--- src/rtl/irq_ack_unit.sv ---
module irq_ack_unit #(
  parameter int ID_W     = 10,
  parameter int PRIO_W   = 8,
  parameter int PRI_BITS = 5,
  parameter bit SECURITY = 1'b1,
  parameter bit CPU_NMI  = 1'b1
) (
  input  logic              clk,
  input  logic              rst_n,
  input  logic              cpu_ns,
  input  logic [PRIO_W-1:0] pmr,
  input  logic              pend_valid,
  input  logic [ID_W-1:0]   pend_id,
  input  logic [PRIO_W-1:0] pend_prio,
  input  logic [1:0]        pend_grp,
  input  logic              pend_nmi,
  input  logic              rd_ack,
  input  logic              rd_nmi,
  input  logic              rd_peek,
  output logic              ack_vld,
  output logic [ID_W-1:0]   ack_id,
  output logic              nmi_vld,
  output logic [ID_W-1:0]   nmi_id,
  output logic              peek_vld,
  output logic [ID_W-1:0]   peek_id,
  output logic              act_pulse,
  output logic [ID_W-1:0]   act_id,
  output logic [PRIO_W-1:0] rpr_prio,
  output logic              rpr_nmi
);
  localparam int LOW  = PRIO_W - PRI_BITS;
  localparam int NLVL = 1 << PRI_BITS;
  localparam logic [ID_W-1:0] ID_NONE  = ID_W'(1023);
  localparam logic [ID_W-1:0] ID_NMISP = ID_W'(1022);
  localparam logic [ID_W-1:0] ID_SPEC  = ID_W'(1020);

  logic [NLVL-1:0]     apr;
  logic                apr_nmi;
  logic [PRIO_W-1:0]   lvl_prio;
  logic [1:0]          grp_eff, grp_tgt;
  logic                avail, prio_ok, nmi_eff, take_n, take_m;
  logic [PRI_BITS-1:0] lvl;

  assign grp_eff = (!SECURITY && pend_grp == 2'd1) ? 2'd0 : pend_grp;
  assign grp_tgt = (SECURITY && !cpu_ns) ? 2'd1 : 2'd2;
  assign avail   = pend_valid && (pend_id < ID_SPEC) && (grp_eff == grp_tgt);

  always_comb begin
    lvl_prio = '1;
    for (int i = NLVL - 1; i >= 0; i--)
      if (apr[i]) lvl_prio = PRIO_W'(i) << LOW;
  end

  assign rpr_prio = apr_nmi ? '0 : lvl_prio;
  assign rpr_nmi  = apr_nmi;
  assign prio_ok  = (pend_prio < pmr) && (pend_prio < rpr_prio);
  assign nmi_eff  = CPU_NMI && pend_nmi;
  assign take_n   = rd_ack && avail && prio_ok && !nmi_eff;
  assign take_m   = rd_nmi && CPU_NMI && avail && prio_ok && nmi_eff;
  assign lvl      = pend_prio[PRIO_W-1:LOW];

  always_ff @(posedge clk) begin
    if (!rst_n) begin
      ack_vld   <= 1'b0;
      ack_id    <= ID_NONE;
      nmi_vld   <= 1'b0;
      nmi_id    <= ID_NONE;
      peek_vld  <= 1'b0;
      peek_id   <= ID_NONE;
      act_pulse <= 1'b0;
      act_id    <= '0;
      apr       <= '0;
      apr_nmi   <= 1'b0;
    end else begin
      ack_vld   <= rd_ack;
      nmi_vld   <= rd_nmi;
      peek_vld  <= rd_peek;
      act_pulse <= take_n || take_m;
      if (rd_ack)
        ack_id <= !(avail && prio_ok) ? ID_NONE : (nmi_eff ? ID_NMISP : pend_id);
      if (rd_nmi)
        nmi_id <= (avail && prio_ok && nmi_eff) ? pend_id : ID_NONE;
      if (rd_peek)
        peek_id <= avail ? pend_id : ID_NONE;
      if (take_n || take_m) act_id <= pend_id;
      if (take_n) apr[lvl] <= 1'b1;
      if (take_m) apr_nmi <= 1'b1;
    end
  end
endmodule

--- config.mk ---
export PLATFORM = sky130hd
export DESIGN_NAME = irq_ack_unit
export DESIGN_NICKNAME = d
export VERILOG_FILES = /design/src/rtl/irq_ack_unit.sv
export SDC_FILE = /design/constraint.sdc
export NUM_CORES = 1
export LEC_CHECK = 0
export BUFFER_PORTS_ARGS = -buffer_cell sky130_fd_sc_hd__buf_4
export CORE_AREA = 5 5 88 90
export DETAILED_ROUTE_END_ITERATION = 7
export DIE_AREA = 0 0 93 95
export HOLD_SLACK_MARGIN = 0.06
export PLACE_DENSITY = 0.84
export RECOVER_POWER = 50
export SLEW_MARGIN = 20
export SYNTH_ARGS = -nofsm -noshare
export SYNTH_HDL_FRONTEND = slang
export SYNTH_SLANG_ARGS = --single-unit
--- constraint.sdc ---
create_clock -name clk -period 3.88 [get_ports clk]
set_input_delay 0.776 -clock clk [delete_from_list [all_inputs] [get_ports clk]]
set_output_delay 0.776 -clock clk [all_outputs]
set_load 0.005 [all_outputs]
Word level (Yosys, flattened, before mapping):

Index checks and enable logic that the tools add are counted.
W data, S select, Z words.

* div/mod/pow operators: 0
* bitwise operators: 1
* reduce and logical (&&, ||, !) cells: 14
* muxes and demuxes: 40
* add/subtract/negate cells: 0
* $lt $le $gt $ge: 5
* shift operators: 0
* multiply operators: 0
* eq/ne operators: 1

Operators with widths (number)
* $mux W8: 29
* $mux W10: 4
* $or A32 B32 Y32: 1
* $lt A8 B8 Y1: 2
* $logic_and A1 B1 Y1: 12
* $lt A10 B10 Y1 const B: 1
* $mux W5: 2
* $lt A5 B6 Y1 const B: 1
* $demux W1 S5: 1
* $ge A5 B1 Y1 const B: 1
* $mux W4: 1
* $mux W3: 1
* $eq A2 B2 Y1: 1
* $mux W2: 1
* $logic_not A1 Y1: 1
* $logic_or A1 B1 Y1: 1
* $mux W1: 1

* output and inout port bits: 53
* memory bits (read-only): 0
* logic and storage cells: 71
* register bits after elaboration: 77
* latch bits: 0
* bits in writable memories: 0
* memories kept: 0

Logic depth before layout (Yosys ltp):

Gate-level depths: netlist (run 1).

* depth after elaboration: 38
* mapped depth: 14
* mapped depth without buffers: 13

Least setup slack after synthesis (run 1):

OpenSTA, ideal clock, no wires.

* kind: register -> register
* from: register apr[4]
* to: register ack_id[1]
* arrival: 2973 ps
* clock period less this slack: 3090 ps
* data required time: 3763 ps
* stages on the path, launching flop included: 11
* path buffers: 1
* path slack: 790 ps
* path through: dfxtp_1 > nor4_4 > nand3_1 > or3_2 > ha_1 > or4_1 > nor4_4 > o2111a_1 > buf_4 > nand3_2 > o22a_1

* cells in the longest elaborated chain, start to end: 10

RTL lines
* start, declared: RTL line 37 `logic [NLVL-1:0] apr;`
* start signal, assigned: RTL line 72 `apr <= '0;`
* start signal, assigned by index: RTL line 86 `if (take_n) apr[lvl] <= 1'b1;`
* $mux W8 (5 in a row): RTL line 51 `if (apr[i]) lvl_prio = PRIO_W'(i) << LOW;`
* $mux W8: RTL line 54 `assign rpr_prio = apr_nmi ? '0 : lvl_prio;`
* $lt A8 B8 Y1: RTL line 56 `assign prio_ok = (pend_prio < pmr) && (pend_prio < rpr_prio);`
* $logic_and A1 B1 Y1: RTL line 56
* $logic_and A1 B1 Y1: RTL line 80 `ack_id <= !(avail && prio_ok) ? ID_NONE : (nmi_eff ? ID_NMISP : pend_id);`
* $mux W10: RTL line 80
* end signal, assigned: RTL line 80
* end, declared: RTL line 21 `output logic [ID_W-1:0] ack_id,`

Every way passes these cells.
A chain may end at the register's enable or synchronous reset.

Worst setup path in the final report (run 1):

* from: register apr[24]
* to: register ack_id[3]

* cells in the longest elaborated chain, start to end: 30

RTL lines (RTL line)
* $mux W8 (25 in a row): 51
* $mux W8: 54
* $lt A8 B8 Y1: 56
* $logic_and A1 B1 Y1: 56
* $logic_and A1 B1 Y1: 80
* $mux W10: 80

Every way passes these cells.

==> results_dict.tcl, run 1 <==
set metrics [dict create \
    drv_slew 0 \
    yosys.area.top_type "dfxtp_1" \
    cts.sinks 77 \
    grt_pass1_vias 3294 \
    status "complete, no violations" \
    combPwrFrac_pct 9.1 \
    synth-edff-count 0 \
    dr.first_iter.drc_count 137 \
    syn_nets 449 \
    fmax_mhz 271.8 \
    reg2reg_from "apr[24]" \
    gp_congestion 0.9308 \
    multiInputGateArea_um2 1857 \
    wl_um 9572 \
    dp_slack_ps 245.5 \
    area_growth_pct 24.15 \
    clock-skew-final_ps 7.861 \
    ios 89 \
    vias_per_cell 5.719 \
    start_util_pct 50.82 \
    ys_async_sr_fraction_pct 0 \
    die_x_um 93 \
    finalCritPeriodShare_pct 94.82 \
    core_area_um2 6982 \
    ys_types 51 \
    cp-startpoint "apr[24]" \
    p_leak_uw 0.001732 \
    cts-root-buf "clkbuf_8" \
    ys_warn_count 0 \
    wl_per_cell_um 16.82 \
    fin_hold_ws_ps 489.1 \
    grt_pass1_wl_um 15840 \
    worstHoldStart "act_id[8]" \
    switchingPower_uw 378.6 \
    ir_drop_uv 289.5 \
    cts_inserted_buffers 9 \
    finalSetupTns_ps 0 \
    ys_top_cells_by_area "dfxtp_1 43%, nand2_1 6.1%, ha_1 4.9%" \
    final-seq-area_um2 1541 \
    cp-start-kind "flop" \
    p_sw_share_pct 24.12 \
    yosysMostFrequentCell "dfxtp_1" \
    finalSetupViolations 0 \
    ant_nets 0 \
    required_ps 4110 \
    critPathKind "flop to flop" \
    powerDensity_nw_per_um2 356.3 \
    hold_violations 0 \
    timing.final.ws_setup_ps 201.1 \
    drt-pass1-iter-count 4 \
    syn_inst 399 \
    nFillCells 595 \
    tightest_slew_ps 1176 \
    clock_latency_ps 340 \
    cap_violations 0 \
    worstPathMaxFanout 9 \
    holdBufCountCts 0 \
    instances_no_fill 569 \
    yosys-top-cells-count "77 x dfxtp_1, 58 x nand2_1, 36 x nor2_1" \
    end_kind "flop" \
    htree_levels 3 \
    r2r_slack_ps 200 \
    arrival_ps 3910 \
    grt_overflow 0 \
    ys_ff_latch 77 \
    rsz0062_at_grt "false" \
    relSlewSlack_pct 20.77 \
    cts.clk_slew.worst_paths_ps 80 \
    cts.repair.resized 0 \
    layout-drive-gt1-share_pct 27.52 \
    avgSynthCellArea_um2 8.893 \
    p_clk_share_pct 39.9 \
    final_nets 532 \
    dp.cells 553 \
    synthFlopType "dfxtp_1" \
    die_y_um 95 \
    seqPwrFrac_pct 51.0 \
    grt_max_degree 76 \
    grt_util_all_layers_pct 22.97 \
    die_area_um2 8835 \
    vias 3254 \
    diodes 0 \
    cts_tree "yes" \
    hold_path_class "flop to flop" \
    fin_crit_ps 3679 \
    portBuffers 88 \
    cts_buffer_depth 2 \
    syn_area_um2 3548 \
    p_int_uw 1191 \
    hpwl_um 7294 \
    antenna_found_initial 0 \
    ys_seq_area_share_pct 43.44 \
    netlist.area_leader.share_pct 43.44 \
    drc 0 \
    cts_setup_buffers 0 \
    num_rows 31 \
]
[logic make-up after synthesis]
| family | synth area share, % |
|---|---|
| adder cells (fa/ha/maj) | 4.937 |
| flip-flops | 43.44 |
| AND/OR/NAND/NOR | 24.96 |
| buffers and inverters | 4.231 |
| AO/OA/AOI/OAI | 22.43 |
[critical path, stage by stage, from the launching register on]
cell and delay (ps):
dfxtp_1 340, nor4_1 390, nand4_1 260, or3_2 520, ha_1 210, or4_1 570
nor4_4 240, o2111a_1 500, nand3_2 250, o22a_1 270
[path summary, 6_finish.rpt]
| check | cells past startpoint | to |
|---|---|---|
| worst max-delay path | 9 | ack_id[3] |
| worst min-delay path | 1 | act_id[8] |
| worst max register to register | 9 | ack_id[3] |
| worst min register to register | 1 | act_id[8] |
[area by class of cell]
type / count / share of cell area (%)
tap: 82 / 2.329
timing repair buffer: 89 / 14.06
clock buffer: 11 / 3.437
inverter: 20 / 1.704
multi-input combinational: 285 / 42.15
clock inverter: 5 / 1.335
sequential: 77 / 34.99
[registers in the layout, summed over array words and instances (netlist names)]
| name | cells |
|---|---|
| peek_vld | 1 |
| nmi_vld | 1 |
| nmi_id | 10 |
| ack_vld | 1 |
| act_pulse | 1 |
| peek_id | 10 |
| rpr_nmi | 1 |
| ack_id | 10 |
| apr | 32 |
| act_id | 10 |
[power groups by stage]
stage	Clock (uW)	Combinational [uW]	Sequential, uW
5_1_grt	674	159	801
2_1_floorplan	0	73.1	819
4_1_cts	637	146	800
3_3_place_gp	0	140	819
6_report	626	143	800
3_5_place_dp	0	145	819
[layer usage]
metal	up-vias	GRT usage (%)	part of all wire [%]
met5	-	0	0
met4	0	7.692	0.98
met3	9	6.454	6.6
met2	109	42.35	51
met1	1549	25.33	41
li1	1587	-	-
[cells in the final DEF (no fill, tap or decap), drive strengths merged, types with 5 or more instances in the layout]
cell type,instances
nor2,36
dfxtp,77
o21ai,48
clkbuf,60
nor3,6
nor3b,9
nand2,58
ha,14
buf,40
o22a,19
inv,20
nor4,11
nor2b,5
a31o,11
a21oi,13
nand3,11
[through the flow]
stage	power (uW)	instance area, um2	utilization (%)
2_1_floorplan	892.1	3548	-
3_3_place_gp	958.9	4244	60.79
3_5_place_dp	964.1	4244	60.79
4_1_cts	1583	4454	63.80
5_1_grt	1634	4405	63.10
6_report	1570	4405	63.10
No activity file was read; power rests on OpenSTA's default activity.
==> inputs of run 2 (changes only) <==
--- a/config.mk
+++ b/config.mk
@@ -6,12 +6,13 @@
 export NUM_CORES = 1
 export LEC_CHECK = 0
 export BUFFER_PORTS_ARGS = -buffer_cell sky130_fd_sc_hd__buf_4
-export CORE_AREA = 5 5 88 90
+export CORE_AREA = 5 5 68 117
 export DETAILED_ROUTE_END_ITERATION = 7
-export DIE_AREA = 0 0 93 95
+export DIE_AREA = 0 0 73 122
 export HOLD_SLACK_MARGIN = 0.06
 export PLACE_DENSITY = 0.84
 export RECOVER_POWER = 50
+export SKIP_LAST_GASP = 1
 export SLEW_MARGIN = 20
 export SYNTH_ARGS = -nofsm -noshare
 export SYNTH_HDL_FRONTEND = slang
==> run 2 against run 1 <==
- total power is 8.9% higher
- count of clock-buffer cells in the layout is the same
- first-iteration DRC count grew 110%
- sequential share of layout area decreased by 0.61 points
- largest power group unchanged
- core utilization is 1.2 points higher
- global-route usage up 0.64 points
- critical path type unchanged
- critical path depth unchanged
- flip-flop and latch count stayed put
==> results_dict.tcl, run 2 (synthesized netlist as in run 1, its figures left out) <==
set metrics [dict create \
    hold_end "nmi_id[7]" \
    holdBufCountCts 0 \
    gp_congestion 0.9015 \
    cp-startpoint "apr[17]" \
    crit_chain "nor4_2 -> nand4_1 -> or3_2 -> ha_1 -> or4_1 -> nor4_4 -> o2111a_1 -> nand3_2 -> o22a_1" \
    tightest_slew_ps 1426 \
    critPathKind "flop to flop" \
    wl_per_cell_um 17.33 \
    drc 0 \
    reg2reg_to "ack_id[7]" \
    crit_buf_inv 0 \
    hold_path_class "flop to flop" \
    drt-pass1-iter-count 5 \
    layout_common_cells "77 x dfxtp_1, 58 x nand2_1, 40 x clkbuf_4, 40 x buf_4, 36 x nor2_1" \
    grt_pass1_wl_um 16170 \
    ir_drop_uv 337.7 \
    grt_util_all_layers_pct 23.61 \
    worstHoldStart "nmi_id[7]" \
    cts_tree "yes" \
    p_leak_uw 0.001771 \
    finalSetupViolations 0 \
    finalCritPeriodShare_pct 92.33 \
    arrival_ps 3800 \
    placed_area_um2 4249 \
    hold_path_depth 1 \
    utilization_pct 64.26 \
    cts.sinks 77 \
    cap_violations 0 \
    hold_violations 0 \
    worstRegToRegCells 9 \
    fin_hold_ws_ps 477.5 \
    layout-drive-gt1-share_pct 27.98 \
    status "complete, no violations" \
    vias_per_cell 5.731 \
    cp_top_family "simple AND/OR/NAND/NOR gates" \
    fin_crit_ps 3582 \
    final_common_cell "dfxtp_1" \
    clock_latency_ps 340 \
    finalSetupTns_ps 0 \
    fmax_mhz 279.2 \
    reg2reg_from "apr[17]" \
    rsz0062_at_grt "false" \
    p_total_uw 1710 \
    final_cell_area_um2 4483 \
    cts.clk_slew.worst_paths_ps 60 \
    powerDensity_nw_per_um2 381.4 \
    num_rows 41 \
    largest_register_ffs 32 \
    cpPeakStageDelay_ps 580 \
    end_kind "flop" \
    grt_max_degree 76 \
    required_ps 4100 \
    final_nets 532 \
    antenna_found_initial 0 \
    die_x_um 73 \
    die_area_um2 8906 \
    diodes 0 \
    ios 89 \
    drv_slew 0 \
    htree_levels 3 \
    portBuffers 88 \
    relSlewSlack_pct 3.949 \
    ant_nets 0 \
    grt_overflow 0 \
    cts-root-buf "clkbuf_16" \
    area_growth_pct 26.34 \
    clock-skew-final_ps 5.839 \
    cp-start-kind "flop" \
    cts_setup_buffers 0 \
    cts_buffer_depth 2 \
    die_y_um 122 \
    nFillCells 612 \
    grt_pass1_vias 3419 \
    dr.first_iter.drc_count 292 \
    start_util_pct 50.86 \
    r2r_slack_ps 300 \
    core_area_um2 6977 \
    vias 3278 \
    crit_slowest_cell "or4_1" \
    top_register "apr" \
    cts_inserted_buffers 9 \
    worstPathMaxFanout 9 \
    hpwl_um 7536 \
    wl_um 9911 \
    cts.repair.resized 0 \
]
## run 2: cell types whose count changed in the layout (fill, tap and decap cells not counted)
cell,change
and2_0,+1
clkinv_2,+1
clkbuf_8,-10
clkbuf_4,+4
and2_1,-1
bufinv_16,-1
clkbuf_16,+9
clkbuf_1,-3
clkinv_4,-1
## run 2: worst max-delay path by stage
stage | end | slack [ps] | depth (start not counted)
floorplan | ack_id[1] | 790 | 10
global placement | ack_id[4] | 460 | 9
detailed placement | ack_id[4] | 350 | 9
CTS | ack_id[7] | 340 | 9
global route | ack_id[1] | 110 | 13
finish | ack_id[7] | 300 | 9
## run 2: layer usage
layer	share of wire (%)	GRT usage (%)
met5	0	0
met4	4.4	13.86
met3	7.1	8.175
met2	54	42.15
met1	35	22.52
## run 2: metrics by stage
stage,cells,worst slack (ps)
floorplan,399,789.9
global placement,557,462.0
detailed placement,557,350.1
CTS,572,335.5
global route,572,111.7
finish,572,297.8
## run 2: worst register-to-register path: cells and delay by family (launching register included)
kind / cells / cell delay [ps]
AO/OA/AOI/OAI: 2 / 750
AND/OR/NAND/NOR: 6 / 2160
adder cells (fa/ha/maj): 1 / 210
flip-flops: 1 / 360
## run 2: final cells by class
class	instances	area [um2]	share of cell area (%)
clock buffers	11	242.7	5.414
multi-input cells	285	1857	41.42
flip-flops and latches	77	1541	34.38
well taps	86	107.6	2.400
clock inverters	4	25.02	0.5582
repair buffers	89	634.4	14.15
inverters	20	75.07	1.675
## run 2: where the power goes
group	internal [uW]	total [uW]	switching [uW]
Clock	444	762	318
Sequential	798	802	3.99
Combinational	63.0	146	82.9
Total	1310	1710	405
